### src/rtl/spi_byte_pkg.sv
package spi_byte_pkg;

    localparam int SPI_BYTE_W = 8;
    localparam int SPI_BIT_W  = $clog2(SPI_BYTE_W);

    // Register word addresses; software depends on these.
    localparam logic [7:0] REG_SELECT = 8'h80;
    localparam logic [7:0] REG_LAUNCH = 8'h81;
    localparam logic [7:0] REG_BYTE   = 8'h82;

    typedef struct packed {
        logic                  enable;
        logic                  idle;
        logic                  sck;
        logic [SPI_BYTE_W-1:0] hold;
        logic [SPI_BYTE_W-1:0] shift;
        logic [SPI_BYTE_W-1:0] capture;
        logic [SPI_BYTE_W-1:0] rx;
        logic [SPI_BIT_W-1:0]  bits;
    } engine_state_t;

endpackage

### src/rtl/spi_sck_timer.sv
module spi_sck_timer #(
    parameter int DIV_HALF = 2
) (
    input  logic clk,
    input  logic rst_n,
    input  logic run,
    output logic tick
);

    generate
        if (DIV_HALF <= 1) begin : g_every_cycle
            assign tick = run;
        end else begin : g_counted
            localparam int CNT_W = $clog2(DIV_HALF);
            localparam logic [CNT_W-1:0] LAST = CNT_W'(DIV_HALF - 1);

            logic [CNT_W-1:0] cnt_d, cnt_q;

            always_comb begin
                if (!run) begin
                    cnt_d = '0;
                end else if (cnt_q == LAST) begin
                    cnt_d = '0;
                end else begin
                    cnt_d = cnt_q + 1'b1;
                end
            end

            always_ff @(posedge clk or negedge rst_n) begin
                if (!rst_n) begin
                    cnt_q <= '0;
                end else begin
                    cnt_q <= cnt_d;
                end
            end

            assign tick = run && (cnt_q == LAST);
        end
    endgenerate

endmodule

### src/rtl/spi_shift_engine.sv
module spi_shift_engine
    import spi_byte_pkg::*;
(
    input  logic                  clk,
    input  logic                  rst_n,
    input  logic                  en_val,
    input  logic                  en_vld,
    input  logic [SPI_BYTE_W-1:0] tx_byte,
    input  logic                  tx_vld,
    input  logic                  start,
    input  logic                  tick,
    input  logic                  miso,
    output logic                  run,
    output logic                  ss_n,
    output logic                  sck,
    output logic                  mosi,
    output logic                  enable,
    output logic                  ready,
    output logic [SPI_BYTE_W-1:0] rx_byte
);

    localparam logic [SPI_BIT_W-1:0] LAST_BIT = SPI_BIT_W'(SPI_BYTE_W - 1);

    engine_state_t st_d, st_q;

    always_comb begin
        st_d = st_q;

        if (en_vld) begin
            st_d.enable = en_val;
        end
        if (tx_vld) begin
            st_d.hold = tx_byte;
        end

        if (st_q.idle) begin
            if (start) begin
                st_d.idle  = 1'b0;
                st_d.sck   = 1'b0;
                st_d.shift = st_q.hold;
                st_d.bits  = '0;
            end
        end else if (tick) begin
            if (!st_q.sck) begin
                // rising serial edge: sample input
                st_d.sck     = 1'b1;
                st_d.capture = {st_q.capture[SPI_BYTE_W-2:0], miso};
            end else begin
                // falling serial edge: advance output
                st_d.sck   = 1'b0;
                st_d.shift = {st_q.shift[SPI_BYTE_W-2:0], 1'b0};
                st_d.bits  = st_q.bits + 1'b1;
                if (st_q.bits == LAST_BIT) begin
                    st_d.idle = 1'b1;
                    st_d.rx   = st_q.capture;
                end
            end
        end
    end

    always_ff @(posedge clk or negedge rst_n) begin
        if (!rst_n) begin
            st_q         <= '0;
            st_q.idle    <= 1'b1;
        end else begin
            st_q <= st_d;
        end
    end

    assign run     = !st_q.idle;
    assign ss_n    = !st_q.enable;
    assign sck     = st_q.sck;
    assign mosi    = st_q.shift[SPI_BYTE_W-1];
    assign enable  = st_q.enable;
    assign ready   = st_q.idle;
    assign rx_byte = st_q.rx;

endmodule

### src/rtl/spi_reg_front.sv
module spi_reg_front
    import spi_byte_pkg::*;
#(
    parameter int ADDR_W = 8,
    parameter int DATA_W = 32
) (
    input  logic                  clk,
    input  logic                  rst_n,
    input  logic                  bus_cs,
    input  logic                  bus_we,
    input  logic [ADDR_W-1:0]     bus_addr,
    input  logic [DATA_W-1:0]     bus_wdata,
    output logic [DATA_W-1:0]     bus_rdata,
    input  logic                  st_enable,
    input  logic                  st_ready,
    input  logic [SPI_BYTE_W-1:0] st_rx,
    output logic                  en_val,
    output logic                  en_vld,
    output logic                  start,
    output logic [SPI_BYTE_W-1:0] tx_byte,
    output logic                  tx_vld
);

    localparam logic [ADDR_W-1:0] A_SELECT = ADDR_W'(REG_SELECT);
    localparam logic [ADDR_W-1:0] A_LAUNCH = ADDR_W'(REG_LAUNCH);
    localparam logic [ADDR_W-1:0] A_BYTE   = ADDR_W'(REG_BYTE);

    logic                  wr, rd;
    logic [DATA_W-1:0]     rdata_d, rdata_q;

    assign wr = bus_cs && bus_we;
    assign rd = bus_cs && !bus_we;

    assign en_vld  = wr && (bus_addr == A_SELECT);
    assign en_val  = bus_wdata[0];
    assign start   = wr && (bus_addr == A_LAUNCH);
    assign tx_vld  = wr && (bus_addr == A_BYTE);
    assign tx_byte = bus_wdata[SPI_BYTE_W-1:0];

    always_comb begin
        rdata_d = rdata_q;
        if (rd) begin
            case (bus_addr)
                A_SELECT: rdata_d = DATA_W'(st_enable);
                A_LAUNCH: rdata_d = DATA_W'(st_ready);
                A_BYTE:   rdata_d = DATA_W'(st_rx);
                default:  rdata_d = '0;
            endcase
        end
    end

    always_ff @(posedge clk or negedge rst_n) begin
        if (!rst_n) begin
            rdata_q <= '0;
        end else begin
            rdata_q <= rdata_d;
        end
    end

    assign bus_rdata = rdata_q;

endmodule

### src/rtl/spi_byte_master.sv
module spi_byte_master
    import spi_byte_pkg::*;
#(
    parameter int ADDR_W   = 8,
    parameter int DATA_W   = 32,
    parameter int DIV_HALF = 2
) (
    input  logic              clk,
    input  logic              rst_n,
    input  logic              bus_cs,
    input  logic              bus_we,
    input  logic [ADDR_W-1:0] bus_addr,
    input  logic [DATA_W-1:0] bus_wdata,
    output logic [DATA_W-1:0] bus_rdata,
    output logic              spi_ss_n,
    output logic              spi_sck,
    output logic              spi_mosi,
    input  logic              spi_miso
);

    logic                  en_val, en_vld, start_pulse, tx_vld;
    logic [SPI_BYTE_W-1:0] tx_byte, rx_byte;
    logic                  enable_lvl, xfer_ready, run, tick;

    spi_reg_front #(
        .ADDR_W (ADDR_W),
        .DATA_W (DATA_W)
    ) u_front (
        .clk       (clk),
        .rst_n     (rst_n),
        .bus_cs    (bus_cs),
        .bus_we    (bus_we),
        .bus_addr  (bus_addr),
        .bus_wdata (bus_wdata),
        .bus_rdata (bus_rdata),
        .st_enable (enable_lvl),
        .st_ready  (xfer_ready),
        .st_rx     (rx_byte),
        .en_val    (en_val),
        .en_vld    (en_vld),
        .start     (start_pulse),
        .tx_byte   (tx_byte),
        .tx_vld    (tx_vld)
    );

    spi_sck_timer #(
        .DIV_HALF (DIV_HALF)
    ) u_timer (
        .clk   (clk),
        .rst_n (rst_n),
        .run   (run),
        .tick  (tick)
    );

    spi_shift_engine u_engine (
        .clk     (clk),
        .rst_n   (rst_n),
        .en_val  (en_val),
        .en_vld  (en_vld),
        .tx_byte (tx_byte),
        .tx_vld  (tx_vld),
        .start   (start_pulse),
        .tick    (tick),
        .miso    (spi_miso),
        .run     (run),
        .ss_n    (spi_ss_n),
        .sck     (spi_sck),
        .mosi    (spi_mosi),
        .enable  (enable_lvl),
        .ready   (xfer_ready),
        .rx_byte (rx_byte)
    );

endmodule

### config.mk
export PLATFORM = sky130hd
export DESIGN_NAME = spi_byte_master
export DESIGN_NICKNAME = d
export VERILOG_FILES = /design/src/rtl/spi_byte_pkg.sv /design/src/rtl/spi_sck_timer.sv /design/src/rtl/spi_shift_engine.sv /design/src/rtl/spi_reg_front.sv /design/src/rtl/spi_byte_master.sv
export SDC_FILE = /design/constraint.sdc
export NUM_CORES = 1
export LEC_CHECK = 0
export BUFFER_PORTS_ARGS = -buffer_cell sky130_fd_sc_hd__buf_4
export CAP_MARGIN = 10
export CORE_MARGIN = 2
export CORE_UTILIZATION = 35
export DETAILED_ROUTE_END_ITERATION = 8
export HOLD_SLACK_MARGIN = 0.02
export PLACE_DENSITY = 0.63
export RECOVER_POWER = 25
export SLEW_MARGIN = 20
export SYNTH_ARGS = -nofsm -noshare
export SYNTH_HDL_FRONTEND = slang
export SYNTH_SLANG_ARGS = --single-unit
export TNS_END_PERCENT = 50
### constraint.sdc
create_clock -name clk -period 2.1 [get_ports clk]
set_clock_uncertainty 0.1 [all_clocks]
set_input_delay 0.42 -clock clk [delete_from_list [all_inputs] [get_ports clk]]
set_output_delay 0.42 -clock clk [all_outputs]
set_load 0.005 [all_outputs]
; ---- After elaboration in Yosys (flattened, before gate mapping)
; Index checks and enable logic that the tools add are counted.
[classes]
n_reduce_logical = 15
div_mod_pow = 0
n_mul = 0
muxes = 18
bitwise_logic = 2
shifts = 0
addsub = 2
eq_ne = 5
order_cmp = 0
[ops]
columns = op, count
row1 = 2-to-1 mux 8 bit, 5
row2 = 2-to-1 mux 27 bit, 1
row3 = == test 8 bit (second input constant), 3
row4 = one-hot mux 8 bit (3 select lines), 1
row5 = 2-to-1 mux 11 bit, 1
row6 = logical AND 1 bit, 6
row7 = 2-to-1 mux 2 bit, 3
row8 = 2-to-1 mux 3 bit, 2
row9 = AND reduction 3 bit, 2
row10 = 2-to-1 mux 1 bit, 5
row11 = AND reduction 4 bit, 1
row12 = nonzero test 2 bit, 2
row13 = adder 3 x 1 -> 3 bit (second input constant), 1
row14 = == test 3 bit (second input constant), 1
row15 = zero test 1 bit, 3
row16 = != test 2 bit (second input constant), 1
row17 = NOT 1 bit, 2
row18 = AND reduction 2 bit, 1
row19 = adder 1 bit (second input constant), 1
[word_totals]
inputBits = 45
latchBits = 0
n_memories = 0
ff_bits = 71
ramBits = 0
elab_cells = 52
mem_bits_ro = 0
out_inout_bits = 35

; ---- Longest topological paths before layout
[logic_depth]
depth_word = 5
ltp_mapped = 7
depth_no_buf = 4

; ---- Hierarchy
; A second synthesis with hierarchy kept.
[unflattened]
cells_unflattened = 206
area_unflattened_um2 = 2457.4
[by_module_without_submodules]
columns = mod, cells_each, instances, seq_area_each_um2, area_per_inst_um2
row1 = spi_shift_engine, 135, 1, 952.2, 1749.2
row2 = spi_reg_front, 68, 1, 200.2, 666.9
row3 = spi_sck_timer, 3, 1, 25.0, 41.3

; ---- Worst setup path after synthesis
; OpenSTA, ideal clock, no wires.
[synth_timing]
kind = input to register
from = input bus_addr[3]
to = register u_engine.st_q[27] (netlist name)
setup_slack_ps = -200
setup_time_ps = 125
path_stages = 6
required_ps = 1875
arrival_time_ps = 2075
n_path_buf = 2
cell_sequence = or4_4 or3b_1 buf_2 or2_1 buf_6 mux2_4
[synth_via]
elab_chain_len = 2
[synth_lines]
columns = element, line
row1 = start: declaration, spi_byte_master.sv:12  ; input logic [ADDR_W-1:0] bus_addr,
row2 = == test 8 bit, spi_reg_front.sv:37  ; assign tx_vld = wr && (bus_addr == A_BYTE);
row3 = logical AND 1 bit, spi_reg_front.sv:37
row4 = end signal: assignment, spi_shift_engine.sv:66  ; st_q <= st_d;
row5 = end: declaration, spi_shift_engine.sv:24  ; engine_state_t st_d, st_q;
; No other way between the ends.
; A chain may end at the register's enable or synchronous reset.

; ---- Final worst setup path
[layout_timing]
from = input bus_addr[3]
to = register u_engine.st_q (netlist bit u_engine.enable)
[layout_via]
elab_chain_len = 2
[layout_lines]
columns = element, line
row1 = == test 8 bit, spi_reg_front.sv:34  ; assign en_vld = wr && (bus_addr == A_SELECT);
row2 = logical AND 1 bit, spi_reg_front.sv:34
; No other way between the ends.

==> run_summary.xml <==
<?xml version="1.0" encoding="UTF-8"?>
<metrics>
  <group name="status">
    <metric name="outcome" unit="">complete, no violations</metric>
  </group>
  <group name="floorplan">
    <metric name="floorplan.io_pins" unit="">80</metric>
    <metric name="die_area" unit="mm^2">0.00697</metric>
    <metric name="placementRows" unit="">28</metric>
    <metric name="initial_utilization" unit="">0.367</metric>
    <metric name="die_width" unit="um">83.5</metric>
    <metric name="die_y" unit="um">83.5</metric>
    <metric name="core_area" unit="mm^2">0.00603</metric>
  </group>
  <group name="worst_setup_path">
    <metric name="crit_fanout" unit="">3</metric>
    <metric name="crit_path_max_incr_delay" unit="ns">0.52</metric>
    <metric name="timing_worst_setup_path_type" unit="">input port to flip-flop</metric>
    <metric name="cp_cell_sequence" unit="">buf_4 -&gt; or4_4 -&gt; buf_4 -&gt; or2_2 -&gt; nor4_1 -&gt; mux2_2</metric>
    <metric name="critical_path.n_buffers_inverters" unit="">2</metric>
    <metric name="worstSetupStartpointType" unit="">input port</metric>
    <metric name="critical_path.slowest_cell" unit="">sky130_fd_sc_hd__or4_4</metric>
    <metric name="worst-endpoint-required" unit="ns">2.18</metric>
    <metric name="crit_path_start" unit="">bus_addr[3]</metric>
    <metric name="reg2reg_from" unit="">u_timer.g_counted.cnt_q</metric>
    <metric name="cp.arrival" unit="ns">2.15</metric>
    <metric name="end_kind" unit="">flip-flop</metric>
    <metric name="crit_top_cell" unit="">sky130_fd_sc_hd__buf_4</metric>
    <metric name="worst_path_dominant_cell_family" unit="">simple AND/OR/NAND/NOR gates</metric>
  </group>
  <group name="cells_and_area">
    <metric name="mostFrequentLayoutCell" unit="">sky130_fd_sc_hd__dfrtp_1</metric>
    <metric name="antenna_cells" unit="">0</metric>
    <metric name="area_growth_syn_to_layout" unit="%">18.8</metric>
    <metric name="finalNetCount" unit="">282</metric>
    <metric name="layout.cells.most_common_list" unit="">46 x sky130_fd_sc_hd__dfrtp_1, 42 x sky130_fd_sc_hd__buf_4, 28 x sky130_fd_sc_hd__nand2_1, 24 x sky130_fd_sc_hd__conb_1, 21 x sky130_fd_sc_hd__mux2_2</metric>
    <metric name="fraction_of_final_layout_cells_sized_beyond_drive_strength_1" unit="">0.374</metric>
  </group>
  <group name="hold_path">
    <metric name="min-delay-path-class" unit="">input port to async pin</metric>
  </group>
  <group name="timing">
    <metric name="tightestPinTransition" unit="ns">1.15</metric>
    <metric name="fin_worst_hold_slack" unit="ns">0.243</metric>
    <metric name="finalWorstPathRequiredPeriod" unit="ns">2.07</metric>
    <metric name="timing.final.max_slew_violations" unit="">0</metric>
    <metric name="timing.setup.tns" unit="ns">0</metric>
    <metric name="timing_hold_violations_final" unit="">0</metric>
    <metric name="setup_viol" unit="">0</metric>
    <metric name="maxSlewHeadroom" unit="">0.235</metric>
    <metric name="timing_limited_maximum_frequency" unit="MHz">483</metric>
    <metric name="period_share" unit="">0.985</metric>
  </group>
  <group name="yosys">
    <metric name="synth_top_family_by_area" unit="">multiplexers</metric>
    <metric name="synth-simple-area-share" unit="">0.111</metric>
    <metric name="synth.cell_area" unit="mm^2">0.00221</metric>
    <metric name="synth_area_leaders" unit="">sky130_fd_sc_hd__dfrtp_1 52%, sky130_fd_sc_hd__mux2_2 11%, sky130_fd_sc_hd__buf_4 8.1%</metric>
    <metric name="synthXorXnorAreaFrac" unit="">0.00396</metric>
    <metric name="synth_warnings" unit="">0</metric>
    <metric name="yosysSeqAreaShare" unit="">0.532</metric>
    <metric name="synthCells" unit="">192</metric>
    <metric name="synth-compound-area-share" unit="">0.0645</metric>
    <metric name="yosys.cell_types.count" unit="">33</metric>
    <metric name="synth.top_cell.area_share" unit="">0.520</metric>
    <metric name="post_synth_fa_ha_maj_area_fraction" unit="">0.0113</metric>
    <metric name="avgSynthCellArea" unit="um^2">11.5</metric>
    <metric name="synth.ff_latch_count" unit="">47</metric>
    <metric name="synth.mux.area_fraction" unit="">0.170</metric>
    <metric name="synth_area_leader_cell" unit="">sky130_fd_sc_hd__dfrtp_1</metric>
  </group>
  <group name="placement">
    <metric name="gp_congestion" unit="">0.713</metric>
    <metric name="numPortBuffers" unit="">31</metric>
    <metric name="detailed_place_hpwl" unit="mm">2.83</metric>
  </group>
  <group name="routing">
    <metric name="drtPass1Iterations" unit="">4</metric>
    <metric name="ant_nets" unit="">0</metric>
    <metric name="drt-wirelength-per-cell" unit="um">12.3</metric>
    <metric name="vias_per_inst" unit="">4.64</metric>
    <metric name="route.detailed.drc" unit="">0</metric>
    <metric name="drt_first_iter_violations" unit="">57</metric>
    <metric name="dr_total_vias" unit="">1438</metric>
    <metric name="route.final.wire_length" unit="mm">3.81</metric>
  </group>
  <group name="pwr">
    <metric name="total_leakage_power" unit="uW">0.00133</metric>
    <metric name="p_per_area" unit="mW/mm^2">633</metric>
    <metric name="power.share.sequential" unit="">0.581</metric>
    <metric name="combinationalPowerShare" unit="">0.096</metric>
    <metric name="power.share.switching" unit="">0.232</metric>
    <metric name="power_frac_clock" unit="">0.323</metric>
    <metric name="ir_worst_vdd" unit="uV">265</metric>
    <metric name="total_switching_power" unit="uW">386</metric>
    <metric name="power_internal" unit="uW">1280</metric>
  </group>
  <group name="cts">
    <metric name="cts_root_buffer" unit="">sky130_fd_sc_hd__clkbuf_8</metric>
    <metric name="clk_pin_slew_worst_setup_hold_paths" unit="ns">0.08</metric>
    <metric name="cts_buffers" unit="">5</metric>
    <metric name="clock_insertion_delay_worst_skew" unit="ns">0.29</metric>
    <metric name="cts_buffer_depth" unit="">2</metric>
    <metric name="cts.repair_timing.setup_buffer_count" unit="">0</metric>
    <metric name="tritoncts" unit="">done</metric>
    <metric name="clock-sinks" unit="">47</metric>
    <metric name="cts_htree_levels" unit="">2</metric>
  </group>
  <group name="global_routing">
    <metric name="wire_length_of_the_first_global_routing_pass" unit="mm">6.52</metric>
    <metric name="vias_in_the_first_global_route" unit="">1383</metric>
    <metric name="grt.overflow.total" unit="">0</metric>
    <metric name="total_global_route_track_usage" unit="">0.116</metric>
    <metric name="antenna_found_initial" unit="">0</metric>
    <metric name="grt_start_max_net_pins" unit="">48</metric>
  </group>
  <group name="job">
    <metric name="maxCapViolCount" unit="">0</metric>
  </group>
</metrics>
[what timing repair did]
action                                  4_1_cts  5_1_grt
endpoints found under the setup margin        0       12
hold buffers                                  0        0
gates resized for setup                       0        3
[metal layers]
| layer | GRT usage | up-vias | share of wire |
|---|---|---|---|
| met5 | 0 | - | 0 |
| met1 | 0.154 | 682 | 0.46 |
| met2 | 0.184 | 57 | 0.46 |
| met4 | 0.0484 | 0 | 0.018 |
| met3 | 0.0267 | 6 | 0.059 |
| li1 | - | 693 | - |
[worst reg2reg max path, delay by kind of cell (launching register included)]
kind	cells	cell delay, ns
buf+inv	1	0.17
flops	1	0.47
simple gates	2	0.55
mux	1	0.38
[cell usage after synthesis]
| library cell | number |
|---|---|
| sky130_fd_sc_hd__nor2_1 | 5 |
| sky130_fd_sc_hd__or3b_1 | 1 |
| sky130_fd_sc_hd__o31ai_1 | 1 |
| sky130_fd_sc_hd__o22ai_1 | 1 |
| sky130_fd_sc_hd__or4_4 | 1 |
| sky130_fd_sc_hd__nor2b_1 | 3 |
| sky130_fd_sc_hd__nand2_1 | 28 |
| sky130_fd_sc_hd__buf_4 | 24 |
| sky130_fd_sc_hd__and2_1 | 1 |
| sky130_fd_sc_hd__clkbuf_1 | 5 |
| sky130_fd_sc_hd__and2_0 | 1 |
| sky130_fd_sc_hd__or2_2 | 1 |
| sky130_fd_sc_hd__ha_1 | 2 |
| sky130_fd_sc_hd__dfstp_2 | 1 |
| sky130_fd_sc_hd__inv_1 | 3 |
| sky130_fd_sc_hd__a22o_1 | 4 |
| sky130_fd_sc_hd__o41ai_1 | 1 |
| sky130_fd_sc_hd__nor4_1 | 1 |
| sky130_fd_sc_hd__xnor2_1 | 1 |
| sky130_fd_sc_hd__o21ai_0 | 10 |
| sky130_fd_sc_hd__dfrtp_1 | 46 |
| sky130_fd_sc_hd__mux2i_1 | 2 |
| sky130_fd_sc_hd__conb_1 | 1 |
| sky130_fd_sc_hd__mux2_2 | 21 |
| sky130_fd_sc_hd__nand2b_1 | 2 |
| sky130_fd_sc_hd__nor4_2 | 1 |
| sky130_fd_sc_hd__buf_6 | 1 |
| sky130_fd_sc_hd__a21oi_1 | 7 |
| sky130_fd_sc_hd__nand4_1 | 1 |
| sky130_fd_sc_hd__buf_2 | 2 |
| sky130_fd_sc_hd__nor3_1 | 3 |
| sky130_fd_sc_hd__mux2_4 | 8 |
| sky130_fd_sc_hd__or2_1 | 2 |
[final timing paths]
| path | slack (ns) | cells after the start | to |
|---|---|---|---|
| setup / recovery | 0.03 | 6 | u_engine.enable |
| hold / removal | 0.24 | 1 | u_engine.st_q[29] |
| setup reg to reg | 0.32 | 4 | u_engine.st_q[14] |
| hold reg to reg | 0.39 | 2 | u_front.bus_rdata[0] |
| max in group asynchronous | 0.96 | 1 | u_front.bus_rdata[2] |
| min in group clk | 0.25 | 2 | u_engine.st_q[28] |
[power by group through the flow]
stage / sequential, uW / clock (uW) / combinational, uW
final: 965 / 537 / 160
after global routing: 971 / 594 / 181
after CTS: 966 / 557 / 163
after detailed placement: 984 / 0 / 163
after global placement: 984 / 0 / 159
after floorplan: 975 / 0 / 111
[flip-flops by register name, summed over array words and instances (netlist names)]
name and cells:
u_timer.g_counted.cnt_q 1, u_engine.ready 1, u_engine.st_q 26, u_engine.mosi 1, u_engine.rx_byte 8, u_engine.enable 1
u_front.bus_rdata 8, u_engine.sck 1
[kinds of logic (layout without fill, tap and decap cells)]
logic type,after synthesis,in the layout
AO/OA/AOI/OAI,24,24
flip-flops,47,47
multiplexers,31,31
other,1,24
XOR/XNOR,1,1
adder cells (fa/ha/maj),2,2
AND/OR/NAND/NOR,51,51
buffers and inverters,35,55
[final cells by class]
| type | count | area (um^2) |
|---|---|---|
| clock inverters | 1 | 5.00 |
| clock buffers | 6 | 82.6 |
| multi-input cells | 133 | 897 |
| fillers | 571 | 3400 |
| inverters | 3 | 11.3 |
| flip-flops and latches | 47 | 1180 |
| well taps | 75 | 93.8 |
| repair buffers | 45 | 360 |
[per-stage QoR]
step	total power (uW)	setup slack (ns)	instance area (um^2)	cells	utilization
after CTS	1690	0.00793	2620	310	0.435
after global routing	1750	-0.0226	2630	310	0.436
after detailed placement	1150	-0.291	2530	303	0.421
after global placement	1140	-0.292	2530	303	0.421
after floorplan	1090	-0.200	2300	215	-
final	1660	0.0312	2630	310	0.436
No activity file was read; power rests on OpenSTA's default activity.
